[src/rtl/vfm_pkg.sv]
package vfm_pkg;
  localparam int ADDR_W = 4;
  localparam int DATA_W = 32;
  localparam int NPOINT = 3;
  localparam int NREG   = 9;

  typedef enum logic [ADDR_W-1:0] {
    SEL_IN_CNT   = 4'd0,
    SEL_IN_PER   = 4'd1,
    SEL_OUT_CNT  = 4'd2,
    SEL_OUT_PER  = 4'd3,
    SEL_ENG_CNT  = 4'd4,
    SEL_ENG_PER  = 4'd5,
    SEL_ENG_BUSY = 4'd6,
    SEL_ENG_DLY  = 4'd7,
    SEL_ENG_FAIL = 4'd8
  } reg_sel_e;

  // index of each strobe in the point array
  localparam int PT_IN  = 0;
  localparam int PT_OUT = 1;
  localparam int PT_ENG = 2;
endpackage

[src/rtl/vfm_point.sv]
module vfm_point #(
  parameter int CNT_W = 32
) (
  input  logic             clk,
  input  logic             rst_n,
  input  logic             sof,
  output logic [CNT_W-1:0] count,
  output logic [CNT_W-1:0] period,
  output logic [CNT_W-1:0] since,
  output logic             seen
);
  localparam logic [CNT_W-1:0] MAXV = {CNT_W{1'b1}};
  localparam logic [CNT_W-1:0] ONE  = CNT_W'(1);

  logic [CNT_W-1:0] cnt_q, cnt_d;
  logic [CNT_W-1:0] run_q, run_d;
  logic [CNT_W-1:0] per_q, per_d;
  logic             seen_q, seen_d;

  always_comb begin
    cnt_d  = cnt_q;
    run_d  = run_q;
    per_d  = per_q;
    seen_d = seen_q | sof;
    if (sof && (cnt_q != MAXV)) cnt_d = cnt_q + ONE;
    if (sof) begin
      run_d = ONE;
      if (seen_q) per_d = run_q;
    end else if (seen_q && (run_q != MAXV)) begin
      run_d = run_q + ONE;
    end
  end

  always_ff @(posedge clk or negedge rst_n) begin
    if (!rst_n) begin
      cnt_q  <= '0;
      run_q  <= '0;
      per_q  <= '0;
      seen_q <= 1'b0;
    end else begin
      cnt_q  <= cnt_d;
      run_q  <= run_d;
      per_q  <= per_d;
      seen_q <= seen_d;
    end
  end

  assign count  = cnt_q;
  assign period = per_q;
  assign since  = run_q;
  assign seen   = seen_q;
endmodule

[src/rtl/vfm_engine.sv]
module vfm_engine #(
  parameter int CNT_W = 32
) (
  input  logic             clk,
  input  logic             rst_n,
  input  logic             eng_sof,
  input  logic             eng_done,
  input  logic             in_sof,
  input  logic [CNT_W-1:0] in_since,
  input  logic             in_seen,
  input  logic             fail_clr,
  output logic [CNT_W-1:0] busy,
  output logic [CNT_W-1:0] delay,
  output logic             fail,
  output logic             active
);
  localparam logic [CNT_W-1:0] MAXV = {CNT_W{1'b1}};
  localparam logic [CNT_W-1:0] ONE  = CNT_W'(1);

  logic             act_q, act_d;
  logic [CNT_W-1:0] run_q, run_d;
  logic [CNT_W-1:0] busy_q, busy_d;
  logic [CNT_W-1:0] dly_q, dly_d;
  logic             fail_q, fail_d;
  logic             fail_set;
  logic             frame_end;

  assign frame_end = act_q && (eng_done || eng_sof);
  assign fail_set  = eng_sof && act_q && !eng_done;

  always_comb begin
    act_d  = act_q;
    run_d  = run_q;
    busy_d = busy_q;
    dly_d  = dly_q;
    if (frame_end) busy_d = run_q;
    if (eng_sof) begin
      act_d = 1'b1;
      run_d = ONE;
      if (in_sof)       dly_d = '0;
      else if (in_seen) dly_d = in_since;
    end else if (act_q && eng_done) begin
      act_d = 1'b0;
    end else if (act_q && (run_q != MAXV)) begin
      run_d = run_q + ONE;
    end
    fail_d = fail_set | (fail_q & ~fail_clr);
  end

  always_ff @(posedge clk or negedge rst_n) begin
    if (!rst_n) begin
      act_q  <= 1'b0;
      run_q  <= '0;
      busy_q <= '0;
      dly_q  <= '0;
      fail_q <= 1'b0;
    end else begin
      act_q  <= act_d;
      run_q  <= run_d;
      busy_q <= busy_d;
      dly_q  <= dly_d;
      fail_q <= fail_d;
    end
  end

  assign busy   = busy_q;
  assign delay  = dly_q;
  assign fail   = fail_q;
  assign active = act_q;
endmodule

[src/rtl/vfm_regs.sv]
module vfm_regs
  import vfm_pkg::*;
(
  input  logic                         clk,
  input  logic                         rst_n,
  input  logic                         rd_en,
  input  logic [ADDR_W-1:0]            rd_addr,
  input  logic [NREG-1:0][DATA_W-1:0]  words,
  output logic                         fail_clr,
  output logic [DATA_W-1:0]            rd_data
);
  logic [DATA_W-1:0] sel_word;
  logic [DATA_W-1:0] data_q, data_d;

  always_comb begin
    sel_word = '0;
    for (int k = 0; k < NREG; k++) begin
      if (rd_addr == ADDR_W'(k)) sel_word = words[k];
    end
    data_d = rd_en ? sel_word : data_q;
  end

  assign fail_clr = rd_en && (rd_addr == SEL_ENG_FAIL);

  always_ff @(posedge clk or negedge rst_n) begin
    if (!rst_n) data_q <= '0;
    else        data_q <= data_d;
  end

  assign rd_data = data_q;
endmodule

[src/rtl/vfmon_top.sv]
module vfmon_top
  import vfm_pkg::*;
#(
  parameter int CNT_W = 32
) (
  input  logic              clk,
  input  logic              rst_n,
  input  logic              in_sof,
  input  logic              out_sof,
  input  logic              eng_sof,
  input  logic              eng_done,
  input  logic              rd_en,
  input  logic [3:0]        rd_addr,
  output logic [31:0]       rd_data
);
  logic [NPOINT-1:0]            sof_v;
  logic [NPOINT-1:0][CNT_W-1:0] cnt_a;
  logic [NPOINT-1:0][CNT_W-1:0] per_a;
  logic [NPOINT-1:0][CNT_W-1:0] since_a;
  logic [NPOINT-1:0]            seen_a;
  logic [CNT_W-1:0]             busy_v;
  logic [CNT_W-1:0]             dly_v;
  logic                         fail_v;
  logic                         eng_active;
  logic                         fail_clr;
  logic [NREG-1:0][DATA_W-1:0]  words;

  assign sof_v[PT_IN]  = in_sof;
  assign sof_v[PT_OUT] = out_sof;
  assign sof_v[PT_ENG] = eng_sof;

  for (genvar p = 0; p < NPOINT; p++) begin : g_pt
    vfm_point #(.CNT_W(CNT_W)) u_pt (
      .clk    (clk),
      .rst_n  (rst_n),
      .sof    (sof_v[p]),
      .count  (cnt_a[p]),
      .period (per_a[p]),
      .since  (since_a[p]),
      .seen   (seen_a[p])
    );
    assign words[2*p]   = DATA_W'(cnt_a[p]);
    assign words[2*p+1] = DATA_W'(per_a[p]);
  end

  vfm_engine #(.CNT_W(CNT_W)) u_eng (
    .clk      (clk),
    .rst_n    (rst_n),
    .eng_sof  (eng_sof),
    .eng_done (eng_done),
    .in_sof   (in_sof),
    .in_since (since_a[PT_IN]),
    .in_seen  (seen_a[PT_IN]),
    .fail_clr (fail_clr),
    .busy     (busy_v),
    .delay    (dly_v),
    .fail     (fail_v),
    .active   (eng_active)
  );

  assign words[SEL_ENG_BUSY] = DATA_W'(busy_v);
  assign words[SEL_ENG_DLY]  = DATA_W'(dly_v);
  assign words[SEL_ENG_FAIL] = DATA_W'(fail_v);

  vfm_regs u_regs (
    .clk      (clk),
    .rst_n    (rst_n),
    .rd_en    (rd_en),
    .rd_addr  (rd_addr),
    .words    (words),
    .fail_clr (fail_clr),
    .rd_data  (rd_data)
  );
endmodule

[config.mk]
export PLATFORM = sky130hd
export DESIGN_NAME = vfmon_top
export DESIGN_NICKNAME = d
export VERILOG_FILES = /design/src/rtl/vfm_pkg.sv /design/src/rtl/vfm_point.sv /design/src/rtl/vfm_engine.sv /design/src/rtl/vfm_regs.sv /design/src/rtl/vfmon_top.sv
export SDC_FILE = /design/constraint.sdc
export NUM_CORES = 1
export LEC_CHECK = 0
export BUFFER_PORTS_ARGS = -buffer_cell sky130_fd_sc_hd__buf_2
export CAP_MARGIN = 20
export CORE_AREA = 2 2 240 266
export DETAILED_ROUTE_END_ITERATION = 10
export DIE_AREA = 0 0 242 268
export GPL_ROUTABILITY_DRIVEN = 0
export MAX_ROUTING_LAYER = met4
export PLACE_DENSITY = 0.52
export RECOVER_POWER = 25
export SYNTH_ARGS = -nofsm -noshare
export SYNTH_HDL_FRONTEND = slang
export SYNTH_SLANG_ARGS = --single-unit
[constraint.sdc]
create_clock -name clk -period 5.5 [get_ports clk]
set_input_delay 0.275 -clock clk [delete_from_list [all_inputs] [get_ports clk]]
set_output_delay 0.275 -clock clk [all_outputs]
set_load 0.01 [all_outputs]
# Word-level counts from Yosys, hierarchy flattened
# Index checks and enable logic that the tools add are counted.
[op_classes] add_sub_neg=7 n_reduce_logical=26 n_eq_ne=16 shifts=0 n_mux=22 n_mul=0 n_lt_le_gt_ge=0 n_div=0 bitwise=6
[ops] cell="32-bit 2-to-1 mux" n=20
[ops] cell="32-bit by 1-bit adder with 32-bit output (second input constant)" n=7
[ops] cell="32-bit inequality test (second input constant)" n=7
[ops] cell="4-bit by 3-bit == test with 1-bit output (second input constant)" n=4
[ops] cell="1-bit logical AND" n=12
[ops] cell="2-bit nonzero test" n=6
[ops] cell="2-bit AND reduction" n=5
[ops] cell="4-bit by 2-bit == test with 1-bit output (second input constant)" n=2
[ops] cell="4-bit by 1-bit == test with 1-bit output (second input constant)" n=1
[ops] cell="4-bit == test (second input constant)" n=1
[ops] cell="4-bit logical NOT" n=1
[ops] cell="1-bit bitwise OR" n=4
[ops] cell="1-bit 2-to-1 mux" n=2
[ops] cell="2-bit inequality test (second input constant)" n=1
[ops] cell="1-bit bitwise AND" n=1
[ops] cell="1-bit logical NOT" n=1
[ops] cell="1-bit logical OR" n=1
[ops] cell="1-bit inverter" n=1
[word_totals] mem_count=0 mem_bits_rw=0 wordCells=95 latchBits=0 in_bits=11 regBits=421 mem_bits_ro=0

# Depth between registers and ports, before layout
# Gate-level depths: netlist of run 1.
[logic_depth] depth_word=10 mapped_depth=8 depth_no_buf=6

# Modules after synthesis
# A second synthesis of run 1 with hierarchy kept.
[hier_totals] hier_cells=2043 hier_area_um2=21588.2
[by_module_without_submodules] module="vfm_point" n_inst=3 cells_each=400 area_per_inst_um2=4438.0
[by_module_without_submodules] module="vfm_engine" n_inst=1 cells_each=402 area_per_inst_um2=4307.9
[by_module_without_submodules] module="vfm_regs" n_inst=1 cells_each=440 area_per_inst_um2=3962.6
[by_module_without_submodules] module="vfmon_top" n_inst=1 cells_each=1 area_per_inst_um2=3.8

# Worst setup path after synthesis of run 1
# No wires, ideal clock.
[synth_timing] path_type="reg2reg" start="register g_pt[2].u_pt.run_q[0]" end="register g_pt[2].u_pt.run_q[31]" setup_ps=125 required_ps=5375 path_stages_with_launch=8 n_path_buf=1 period_less_slack_ps=2224 slack_ps=3276 t_arrival_ps=2099 cell_sequence="dfrtp_1 > ha_1 > and4_1 > and4_1 > clkbuf_1 > a211oi_1 > nor3b_1 > mux2_2"
[synth_via] elab_chain_cells=3
[synth_rtl] element="start, declared" line="vfm_point.sv:16" source="logic [CNT_W-1:0] run_q, run_d;"
[synth_rtl] element="start signal, assigned" line="vfm_point.sv:42" source="run_q <= run_d;"
[synth_rtl] element="32-bit by 1-bit adder with 32-bit output or 32-bit inequality test (tied branches)" line="vfm_point.sv:30, vfm_point.sv:29"
[synth_rtl] element="32-bit 2-to-1 mux or 1-bit logical AND (tied branches)" line="vfm_point.sv:29" source="end else if (seen_q && (run_q != MAXV)) begin"
[synth_rtl] element="32-bit 2-to-1 mux or 2-bit nonzero test (tied branches)"
# Parallel ways exist; a longest one is shown, timed or not. The select of a mux whose other input is x is not followed.
# A chain may end at the register's enable or synchronous reset.

# Final worst setup path of run 1
[layout_timing] start="input in_sof" end="register g_pt[0].u_pt.per_q[24]"
[layout_via] elab_chain_cells=1
[layout_rtl] element="start, declared" line="vfmon_top.sv:8" source="input logic in_sof,"
[layout_rtl] element="2-bit AND reduction (no source line)"
[layout_rtl] element="end signal, assigned" line="vfm_point.sv:43" source="per_q <= per_d;"
[layout_rtl] element="end, declared" line="vfm_point.sv:17" source="logic [CNT_W-1:0] per_q, per_d;"
# Every way passes these cells.

==> tab_implementation.tex, run 1 <==
\begin{tabular}{lr}
\hline
Metric & Value \\
\hline
\multicolumn{2}{l}{\textbf{STA}} \\
Setup repair after global routing missed its margin & no \\
Accumulated negative setup slack & 0 ns \\
Final setup slack of the worst path & 1.84 ns \\
Clock period minus final worst setup slack & 3.66 ns \\
Maximum clock rate & 0.273 GHz \\
Number of hold-slack violations in the final timing report & 0 \\
Slew @ Worst Pin & roughly 2.8 ns \\
Worst-case headroom to the max-slew limit & -89.9\% \\
Final setup viols & 0 \\
Number of pins exceeding their max-slew limit in the final report & 317 \\
Layout Skew & 0.0292 ns \\
Final critical-path share of the clock period & between 60\% and 70\% \\
\multicolumn{2}{l}{\textbf{Setup path}} \\
Crit. Startpoint & in\_sof \\
Reg2Reg Capture Point & u\_eng.delay[21]\$\_DFFE\_PN0P\_ \\
Reg2Reg Setup Slack & 2.28 ns \\
Logic depth of the worst register-to-register path & 4 \\
WS Path Type & in -> reg \\
Type of element launching the critical path & input pin \\
Launch point of the worst reg-to-reg path & g\_pt[0].u\_pt.seen\$\_DFF\_PN0\_ \\
Crit Path Max Fanout & 38 \\
Critical Path Sink Type & flip-flop \\
Worst setup path end & g\_pt[0].u\_pt.period[24]\$\_DFFE\_PN0P\_ \\
CP required & 5.96 ns \\
Arrival time reported for the critical path endpoint & around 4.1 ns \\
\multicolumn{2}{l}{\textbf{Synthesis}} \\
Yosys top cell area share & 48.8\% \\
Synth warnings & 0 \\
Post-synthesis async set-or-reset flop share & 100\% \\
Average footprint of a synthesized cell & 9.72 um\^{}2 \\
Synthesis-stage register bit count & 421 \\
Predominant post-synthesis flop cell & dfrtp\_1 \\
Netlist cell types & between 70 and 80 \\
Most area-hungry cell type in the Yosys netlist & dfrtp\_1 \\
Post-synth net total & 2238 \\
Register area share after synthesis & 48.8\% \\
Leading post-synthesis cells by cell area & dfrtp\_1 49\%, mux2\_2 6.4\%, o21ai\_0 3.5\% \\
Number of flops mapped to enable cells by yosys & 0 \\
Post-synthesis cell area & 0.0216 mm\^{}2 \\
Number of instances in the synthesized netlist & 2220 \\
\multicolumn{2}{l}{\textbf{Cells and area}} \\
Layout cells sized above 1 & between 10\% and 20\% \\
Register area & 0.0105 mm\^{}2 \\
FILL cells & 6190 \\
Area of combinational cells with multiple inputs & roughly 0.010 mm\^{}2 \\
Most frequent standard cell in the layout excluding fill and tap cells & dfrtp\_1 \\
Finished layout cell area & 0.0240 mm\^{}2 \\
Area growth from synthesis to final layout & 11.0\% \\
Most frequent cells in the layout & 421 x dfrtp\_1, 201 x nand2\_1, 153 x o21ai\_0 \\
Total number of nets in the final design & 2219 \\
\multicolumn{2}{l}{\textbf{Pwr}} \\
Sw Share & a little over a quarter \\
Internal power contribution & approximately 5.3 mW \\
Ratio of total power to cell area & $\sim$300 mW/mm\^{}2 \\
Maximum VDD drop & 0.000203 V \\
Total net switching power & 1.87 mW \\
Combinational power share & 8.9\% \\
Clock network fraction of design power & 43.6\% \\
Post-layout power & 7.17 mW \\
Static Leakage & $\sim$9.8 nW \\
Part of the total power dissipated in sequential elements & a little under half \\
\multicolumn{2}{l}{\textbf{Status}} \\
Violated checks & capacitance limit, slew limit \\
Outcome & finished, violations left \\
\multicolumn{2}{l}{\textbf{Route}} \\
Overall routed net length & 63000 um \\
Via/cell ratio & 5.54 \\
Remaining antenna violation count after routing & 0 \\
Starting DRC count in detailed routing & 1602 \\
Routed WL per cell & 20.5 um \\
Post-detailed-route DRC marker count & 0 \\
Number of search-and-repair iterations in the first detailed-routing pass & 5 \\
Via Count & 17000 \\
\multicolumn{2}{l}{\textbf{Place}} \\
Cell area after placement & 0.0225 mm\^{}2 \\
Pre-CTS worst setup slack & 2.48 ns \\
Placed wire-length estimate after detailed placement & 44600 um \\
PortBufs & 42 \\
\multicolumn{2}{l}{\textbf{Run}} \\
Max-cap check violation count & 7 \\
\multicolumn{2}{l}{\textbf{Floorplanning}} \\
Effective utilization at floorplan & 34.8\% \\
Die outline height & 268 um \\
Count of standard-cell rows & 96 \\
\# IOs & 43 \\
Die Width & 242 um \\
Die area & about 0.065 mm\^{}2 \\
Standard cell core area & 0.0620 mm\^{}2 \\
\multicolumn{2}{l}{\textbf{Clock network}} \\
Worst-skew pair later-pin latency & 0.60 ns \\
Sinks on Clock Net & 421 \\
TritonCTS clock tree & done \\
Clock Path Buffers & 3 \\
H-tree level count & 2 \\
Cells resized by post-CTS repair & 0 \\
Setup bufs post-CTS & 0 \\
Inserted Clock Buffers & 47 \\
Clock Pin Slew Worst Setup and Hold Paths & 0.06 ns \\
Hold buffer count at CTS & 1 \\
Clock tree root buffer cell & clkbuf\_16 \\
\multicolumn{2}{l}{\textbf{GRT}} \\
Global-route usage over all layers & 20.2\% \\
Number of global-route vias before repair & around 17000 \\
Pin count of the biggest net entering global routing & 146 \\
Remaining global-route overflow & 0 \\
Antenna violations before repair & 1 \\
Global-route wire length before repair & 100000 um \\
\multicolumn{2}{l}{\textbf{Worst hold path}} \\
Worst hold path type & in -> reg \\
HP Start & rd\_addr[1] \\
\hline
\end{tabular}
cells by family (layout without fill, tap and decap cells):
| family | Yosys count | count (layout) | synth area share (%) |
|---|---|---|---|
| AO/OA/AOI/OAI | 451 | 451 | 12.9 |
| adder cells (fa/ha/maj) | 7 | 7 | 0.406 |
| multiplexers | 130 | 130 | 6.81 |
| AND/OR/NAND/NOR | 932 | 932 | 23.2 |
| buffers and inverters | 160 | 173 | 3.05 |
| XOR/XNOR | 119 | 119 | 4.83 |
| other | 0 | 1 | 0 |
| flip-flops | 421 | 421 | 48.8 |
area by class of cell:
class	count	share of cell area, %
clock buffer	72	5.85
antenna	1	0.0104
inverter	25	0.392
sequential	421	44.0
multi-input combinational	1639	43.4
tap	833	4.35
timing repair buffer	67	1.54
clock inverter	9	0.470
worst min-delay path by stage:
stage | slack [ns] | cells past startpoint | endpoint
after floorplan | -0.02 | 0 | g_pt[0].u_pt.count[0]$_DFFE_PN0P_
after global placement | 0.40 | 1 | g_pt[2].u_pt.since[21]$_DFFE_PN0P_
after detailed placement | 0.41 | 1 | g_pt[2].u_pt.since[21]$_DFFE_PN0P_
after CTS | 0.14 | 5 | u_eng.fail$_DFF_PN0_
after global routing | 0.19 | 5 | u_eng.fail$_DFF_PN0_
final | 0.19 | 5 | u_eng.fail$_DFF_PN0_
per-layer routing:
metal	track usage, %	routed length, um
met3	2.98	2880
met4	6.32	2040
met1	26.9	28600
met5	-	0
met2	31.8	29500
synth_stat cells (4+ instances only):
library cell and instances:
dfrtp_1 421, nand2_1 201, o21ai_0 153, nor2_1 146
mux2_2 123, clkbuf_1 120, a21oi_1 115, nor2b_1 101
nand3_1 95, xnor2_1 78, and3_1 65, o31ai_1 65
nand4_1 62, nor3_1 49, or3_1 42, xor2_1 41
or4_1 37, nand2b_1 35, o2111ai_1 35, and4_1 32
o22ai_1 32, inv_1 23, nor4_1 19, and2_1 10
or2_2 10, a211oi_1 9, ha_1 7, o211ai_1 7
or3_2 7, o311ai_0 5, buf_1 4, buf_2 4
mux2i_1 4
critical path, stage by stage:
cell and delay (ns):
clkbuf_1 1.19, clkbuf_1 1.17, nand2_1 0.11, clkbuf_1 0.77, mux2_2 0.56
sequential cells by signal, indices dropped and copies added (netlist names):
register,count
u_eng.busy,32
g_pt.u_pt.seen,3
u_eng.delay,32
g_pt.u_pt.count,96
u_eng.run_q,32
g_pt.u_pt.since,96
g_pt.u_pt.period,96
u_eng.active,1
u_eng.fail,1
u_regs.rd_data,32
power by group through the flow:
| stage | registers (mW) | clock network (mW) | logic (mW) |
|---|---|---|---|
| floorplan | 3.39 | 0 | 0.411 |
| global placement | 3.45 | 0 | 0.639 |
| detailed placement | 3.45 | 0 | 0.650 |
| CTS | 3.40 | 3.22 | 0.652 |
| global route | 3.42 | 3.35 | 0.712 |
| finish | 3.40 | 3.13 | 0.638 |
per-stage QoR:
| step | util, % | std cells | hold slack (ns) |
|---|---|---|---|
| after floorplan | - | 2220 | -0.0206 |
| after global placement | 36.3 | 2979 | 0.402 |
| after detailed placement | 36.3 | 2981 | 0.405 |
| after CTS | 38.8 | 3063 | 0.137 |
| after global routing | 38.7 | 3067 | 0.192 |
| final | 38.7 | 3067 | 0.185 |
Power figures use the tool's default switching activity.
==> run 2: changes to the inputs <==
PLACE_DENSITY = 0.54   (was 0.52)
clock period = 3.29 ns   (was 5.5 ns; I/O delays follow)
==> run 2 against run 1 <==
The run still ends with capacitance limit, slew limit left. Clock skew is 0.012 ns higher. Count of clock-buffer cells in the layout decreased by 3. Routed wire length decreased by 1.5%. Combinational power up 71%. Hold slack got worse by 0.14 ns. Die area did not move. Global-route usage down 0.41 points. Register-to-register slack got worse by 1.7 ns. Non-clock buffer count increased by 18. Via count grew 0.33%. Sequential cell count stayed put. Worst setup slack lost 1.3 ns. Critical endpoint is now g_pt[1].u_pt.since[1]$_DFFE_PN0P_. Largest cell class unchanged. Largest power group unchanged.
==> tab_implementation.tex, run 2 (synthesis gave the netlist of run 1 again) <==
\begin{tabular}{lr}
\hline
Metric & Value \\
\hline
\multicolumn{2}{l}{\textbf{Pwr}} \\
Combinational power share & approximately 9\% \\
Part of the total power dissipated in sequential elements & 46.8\% \\
Total net switching power & 3.24 mW \\
Internal power contribution & 8.92 mW \\
Static Leakage & 10.0 nW \\
Ratio of total power to cell area & 502 mW/mm\^{}2 \\
Sw Share & 26.6\% \\
Clock network fraction of design power & between 40 and 50\% \\
Maximum VDD drop & 0.000372 V \\
\multicolumn{2}{l}{\textbf{GRT}} \\
Pin count of the biggest net entering global routing & $\sim$100 \\
Antenna violations before repair & 2 \\
Gr busiest metal & met2 \\
Met1 Track Usage GR & approximately a quarter \\
Number of global-route vias before repair & 16800 \\
Global-route usage over all layers & 19.8\% \\
Met3 track demand over resource & under 10\% \\
Fraction of met2 tracks used by global routing & 31.9\% \\
Global-route wire length before repair & 98300 um \\
Remaining global-route overflow & 0 \\
\multicolumn{2}{l}{\textbf{STA}} \\
Number of hold-slack violations in the final timing report & 0 \\
Number of pins exceeding their max-slew limit in the final report & 159 \\
Final setup slack of the worst path & about 0.6 ns \\
Final critical-path share of the clock period & 82.2\% \\
Setup repair after global routing missed its margin & no \\
Accumulated negative setup slack & 0 ns \\
Clock period minus final worst setup slack & 2.70 ns \\
Worst-case headroom to the max-slew limit & -42.4\% \\
Final setup viols & 0 \\
Slew @ Worst Pin & 2.14 ns \\
Layout Skew & around 0.041 ns \\
Maximum clock rate & 0.370 GHz \\
\multicolumn{2}{l}{\textbf{Place}} \\
Pre-CTS worst setup slack & between 0.5 and 0.6 ns \\
Placed wire-length estimate after detailed placement & 44400 um \\
PortBufs & 42 \\
Cell area after placement & 0.0227 mm\^{}2 \\
\multicolumn{2}{l}{\textbf{Cells and area}} \\
Area of combinational cells with multiple inputs & 0.0104 mm\^{}2 \\
Layout cells sized above 1 & 14.2\% \\
Register area & between 0.01 and 0.015 mm\^{}2 \\
Most frequent cells in the layout & 421 x dfrtp\_1, 200 x nand2\_1, 153 x o21ai\_0 \\
Finished layout cell area & 0.0242 mm\^{}2 \\
FILL cells & between 6000 and 7000 \\
Most frequent standard cell in the layout excluding fill and tap cells & dfrtp\_1 \\
Area growth from synthesis to final layout & 12.2\% \\
Total number of nets in the final design & $\sim$2200 \\
\multicolumn{2}{l}{\textbf{Clock network}} \\
Worst-skew pair later-pin latency & slightly above 0.6 ns \\
Inserted Clock Buffers & 47 \\
H-tree level count & 2 \\
Sinks on Clock Net & 421 \\
Cells resized by post-CTS repair & 0 \\
Clock Path Buffers & 3 \\
Setup bufs post-CTS & 0 \\
Clock Pin Slew Worst Setup and Hold Paths & 0.06 ns \\
Hold buffer count at CTS & 3 \\
TritonCTS clock tree & done \\
Clock tree root buffer cell & clkbuf\_16 \\
\multicolumn{2}{l}{\textbf{Floorplanning}} \\
Die outline height & 268 um \\
Standard cell core area & just over 0.06 mm\^{}2 \\
Die area & 0.0649 mm\^{}2 \\
Effective utilization at floorplan & 34.8\% \\
\# IOs & 43 \\
Count of standard-cell rows & 96 \\
Die Width & 242 um \\
\multicolumn{2}{l}{\textbf{Route}} \\
Via Count & between 15000 and 20000 \\
Remaining antenna violation count after routing & 0 \\
Post-detailed-route DRC marker count & 0 \\
Starting DRC count in detailed routing & 1304 \\
Via/cell ratio & 5.52 \\
Routed WL per cell & between 20 and 25 um \\
Number of search-and-repair iterations in the first detailed-routing pass & 5 \\
Overall routed net length & 62000 um \\
\multicolumn{2}{l}{\textbf{Worst hold path}} \\
HP Start & eng\_done \\
Worst hold path type & in -> reg \\
Worst min-delay path endpoint & u\_eng.active\$\_DFFE\_PN0P\_ \\
Number of instances on the worst hold path & 3 \\
\multicolumn{2}{l}{\textbf{Setup path}} \\
Crit Path Max Fanout & 16 \\
Logic depth of the worst register-to-register path & 6 \\
Type of element launching the critical path & flip-flop \\
WS Path Type & reg -> reg \\
Reg2Reg Setup Slack & a little under 0.6 ns \\
Reg2Reg Capture Point & g\_pt[1].u\_pt.since[1]\$\_DFFE\_PN0P\_ \\
Arrival time reported for the critical path endpoint & 3.17 ns \\
CP required & 3.76 ns \\
Launch point of the worst reg-to-reg path & g\_pt[1].u\_pt.since[22]\$\_DFFE\_PN0P\_ \\
Critical Path Sink Type & flip-flop \\
\multicolumn{2}{l}{\textbf{Status}} \\
Violated checks & capacitance limit, slew limit \\
Outcome & finished, violations left \\
\multicolumn{2}{l}{\textbf{Run}} \\
Max-cap check violation count & 2 \\
\hline
\end{tabular}
-- run 2: cell types whose count changed in the layout (fill, tap and decap cells not counted), sizes merged, moves of 2 or more --
cell         change
dlygate4sd3      +2
buf             +52
clkinv           +3
diode            +2
clkbuf          -39
inv              +3
-- run 2: worst max path at each step --
| stage | slack, ns | end | cells past startpoint | from |
|---|---|---|---|---|
| 5_1_grt | 0.31 | u_eng.busy[7]$_DFFE_PN0P_ | 3 | rst_n |
| 3_5_place_dp | 0.58 | g_pt[1].u_pt.since[1]$_DFFE_PN0P_ | 7 | g_pt[1].u_pt.since[0]$_DFFE_PN0P_ |
| 6_report | 0.59 | g_pt[1].u_pt.since[1]$_DFFE_PN0P_ | 6 | g_pt[1].u_pt.since[22]$_DFFE_PN0P_ |
| 2_1_floorplan | 1.07 | g_pt[2].u_pt.since[31]$_DFFE_PN0P_ | 7 | g_pt[2].u_pt.since[0]$_DFFE_PN0P_ |
| 4_1_cts | 0.56 | g_pt[1].u_pt.since[1]$_DFFE_PN0P_ | 6 | g_pt[1].u_pt.since[22]$_DFFE_PN0P_ |
| 3_3_place_gp | 0.64 | g_pt[1].u_pt.since[1]$_DFFE_PN0P_ | 7 | g_pt[1].u_pt.since[0]$_DFFE_PN0P_ |
-- run 2: critical path, cell delays in order, from the launching register on --
cell,delay (ns)
dfrtp_1,0.44
nand4_2,0.21
or4_1,0.71
o31ai_4,0.69
buf_4,0.29
mux2i_1,0.19
nor2_1,0.06
-- run 2: layout make-up --
cell class | count | share of cell area, %
sequential | 421 | 43.5
multi-input combinational | 1639 | 43.0
clock buffer | 69 | 5.61
tap | 833 | 4.30
timing repair buffer | 85 | 2.35
clock inverter | 15 | 0.806
inverter | 25 | 0.387
antenna | 3 | 0.0310
-- run 2: power by group through the flow --
stage / Sequential (mW) / Clock [mW] / Combinational, mW
finish: 5.68 / 5.37 / 1.09
global route: 5.71 / 5.71 / 1.21
CTS: 5.68 / 5.50 / 1.11
detailed placement: 5.77 / 0 / 1.11
global placement: 5.77 / 0 / 1.09
floorplan: 5.67 / 0 / 0.687
-- run 2: per-layer routing --
layer	up-vias	share of wire [%]
li1	8052	-
met1	8566	45
met2	337	48
met3	90	3.9
met4	0	3.0
met5	-	0
-- run 2: stage by stage --
stage / power (mW) / utilization (%) / hold slack [ns] / std cells
3_3_place_gp: 6.85 / 36.6 / 0.122 / 3000
5_1_grt: 12.6 / 39.1 / 0.0737 / 3088
2_1_floorplan: 6.36 / - / -0.131 / 2220
6_report: 12.2 / 39.1 / 0.0416 / 3090
3_5_place_dp: 6.88 / 36.6 / 0.131 / 3000
4_1_cts: 12.3 / 39.1 / 0.0150 / 3087
==> run 3: changes to the inputs <==
PLACE_DENSITY = 0.52   (was 0.54)
clock period = 2.6 ns   (was 3.29 ns; I/O delays follow)
==> run 3 against run 2 <==
The flow now finishes without violations. Global-route usage grew 0.23 points. Fmax rose by 13%. Routed wire length increased by 1.2%. Hold slack worse by 0.015 ns. Via count about the same. Clock skew decreased by 0.023 ns. Utilization grew 0.52 points. Combinational power grew 30%.
==> tab_implementation.tex, run 3 (synthesis gave the netlist of run 1 again) <==
\begin{tabular}{lr}
\hline
Metric & Value \\
\hline
\multicolumn{2}{l}{\textbf{GRT}} \\
Global-route wire length before repair & 99100 um \\
Global-route usage over all layers & approximately a fifth \\
Remaining global-route overflow & 0 \\
Pin count of the biggest net entering global routing & 100 \\
Antenna violations before repair & 3 \\
Number of global-route vias before repair & 16900 \\
\multicolumn{2}{l}{\textbf{Run}} \\
Max-cap check violation count & 0 \\
\multicolumn{2}{l}{\textbf{Floorplanning}} \\
Effective utilization at floorplan & a little over a third \\
Die outline height & 268 um \\
Die area & 0.0649 mm\^{}2 \\
Die Width & 242 um \\
Count of standard-cell rows & 96 \\
Standard cell core area & 0.0620 mm\^{}2 \\
\# IOs & 43 \\
\multicolumn{2}{l}{\textbf{STA}} \\
Worst-case headroom to the max-slew limit & 9.32\% \\
Final critical-path share of the clock period & 92.1\% \\
Maximum clock rate & 0.417 GHz \\
Accumulated negative setup slack & 0 ns \\
Number of pins exceeding their max-slew limit in the final report & 0 \\
Slew @ Worst Pin & between 1 and 1.5 ns \\
Clock period minus final worst setup slack & 2.40 ns \\
Final setup viols & 0 \\
Number of hold-slack violations in the final timing report & 0 \\
Layout Skew & 0.0180 ns \\
Setup repair after global routing missed its margin & no \\
\multicolumn{2}{l}{\textbf{Setup path}} \\
CP required & 3.07 ns \\
Reg2Reg Capture Point & g\_pt[1].u\_pt.since[27]\$\_DFFE\_PN0P\_ \\
Arrival time reported for the critical path endpoint & 2.86 ns \\
Launch point of the worst reg-to-reg path & g\_pt[1].u\_pt.since[22]\$\_DFFE\_PN0P\_ \\
Type of element launching the critical path & flip-flop \\
Reg2Reg Setup Slack & just over 0.2 ns \\
Logic depth of the worst register-to-register path & 6 \\
Worst setup path end & g\_pt[1].u\_pt.since[27]\$\_DFFE\_PN0P\_ \\
Crit Path Max Fanout & 11 \\
Critical Path Sink Type & flip-flop \\
Crit. Startpoint & g\_pt[1].u\_pt.since[22]\$\_DFFE\_PN0P\_ \\
WS Path Type & reg -> reg \\
\multicolumn{2}{l}{\textbf{Route}} \\
Post-detailed-route DRC marker count & 0 \\
Overall routed net length & 62700 um \\
Via Count & 17000 \\
Remaining antenna violation count after routing & 0 \\
Number of search-and-repair iterations in the first detailed-routing pass & 5 \\
Starting DRC count in detailed routing & 1298 \\
Via/cell ratio & 5.46 \\
Routed WL per cell & 20.1 um \\
\multicolumn{2}{l}{\textbf{Clock network}} \\
TritonCTS clock tree & done \\
Clock Pin Slew Worst Setup and Hold Paths & 0.06 ns \\
Clock tree root buffer cell & clkbuf\_16 \\
Inserted Clock Buffers & 48 \\
Worst-skew pair later-pin latency & 0.60 ns \\
H-tree level count & 2 \\
Setup bufs post-CTS & 0 \\
Clock Path Buffers & 3 \\
Sinks on Clock Net & $\sim$420 \\
\multicolumn{2}{l}{\textbf{Place}} \\
PortBufs & 42 \\
Total placed cells including tap cells & 3025 \\
Placed wire-length estimate after detailed placement & roughly 45000 um \\
\multicolumn{2}{l}{\textbf{Status}} \\
Outcome & complete, no violations \\
\multicolumn{2}{l}{\textbf{Cells and area}} \\
Total number of nets in the final design & 2264 \\
Most frequent standard cell in the layout excluding fill and tap cells & dfrtp\_1 \\
Area growth from synthesis to final layout & 13.7\% \\
Layout cells sized above 1 & between 15 and 20\% \\
Most frequent cells in the layout & 421 x dfrtp\_1, 200 x nand2\_1, 153 x o21ai\_0 \\
Number of standard cells in the layout, taps in and fillers out & 3118 \\
\multicolumn{2}{l}{\textbf{Pwr}} \\
Ratio of total power to cell area & 627 mW/mm\^{}2 \\
Static Leakage & 10.2 nW \\
Maximum VDD drop & 0.000437 V \\
\multicolumn{2}{l}{\textbf{Worst hold path}} \\
Worst hold path type & in -> reg \\
Number of instances on the worst hold path & 3 \\
\hline
\end{tabular}
## run 3: area by class of cell
cell class	count	area (um^2)
diodes	2	5.00
clock buffers	68	1430
clock inverters	19	144
fillers	6145	37400
inverters	25	93.8
multi-input cells	1639	10400
flip-flops and latches	421	10500
well taps	833	1040
repair buffers	111	875
## run 3: power breakdown
part,switching [mW],leakage (nW),internal (mW)
logic,0.870,3.69,0.549
clock network,2.86,0.793,3.93
registers,0.358,5.75,6.82
total,4.09,10.2,11.3
## run 3: worst max-delay path: stages, from the launching register on
cell and delay, ns:
dfrtp_1 0.43, nand4_2 0.19, or4_1 0.71, o31ai_4 0.36, buf_4 0.22, nor4_2 0.06, mux2_4 0.30
## run 3: metrics by stage
step / total power [mW] / hold WS [ns] / area (um^2) / utilization [%] / setup slack (ns)
2_1_floorplan: 8.05 / -0.166 / 21600 / - / 0.376
3_3_place_gp: 8.68 / 0.0648 / 22900 / 37.0 / 0.275
3_5_place_dp: 8.72 / 0.0675 / 22900 / 37.0 / 0.210
4_1_cts: 15.6 / 0.00155 / 24500 / 39.6 / 0.192
5_1_grt: 16.0 / 0.0471 / 24500 / 39.6 / 0.0469
6_report: 15.4 / 0.0268 / 24500 / 39.6 / 0.204
## run 3: routing by layer
metal  vias up  part of all wire (%)  wire, um  track usage (%)
li1       8123                     -         -                -
met1      8451                    46     28900             26.7
met2       346                    46     28800             31.0
met3       110                   4.0      2530             2.74
met4         0                   4.0      2500             7.74
met5         -                     0         0                -
## run 3: worst min-delay path by stage
| stage | start | endpoint | slack, ns |
|---|---|---|---|
| 3_5_place_dp | rst_n | g_pt[2].u_pt.since[22]$_DFFE_PN0P_ | 0.07 |
| 2_1_floorplan | rst_n | g_pt[0].u_pt.count[0]$_DFFE_PN0P_ | -0.17 |
| 3_3_place_gp | rst_n | g_pt[2].u_pt.since[22]$_DFFE_PN0P_ | 0.06 |
| 4_1_cts | eng_done | u_eng.active$_DFFE_PN0P_ | 0.002 |
| 6_report | eng_done | u_eng.active$_DFFE_PN0P_ | 0.03 |
| 5_1_grt | eng_done | u_eng.active$_DFFE_PN0P_ | 0.05 |
## run 3: timing repair
item,CTS,global route
hold endpoints to repair,434,0
hold buffers,4,0
gates resized for setup,0,0
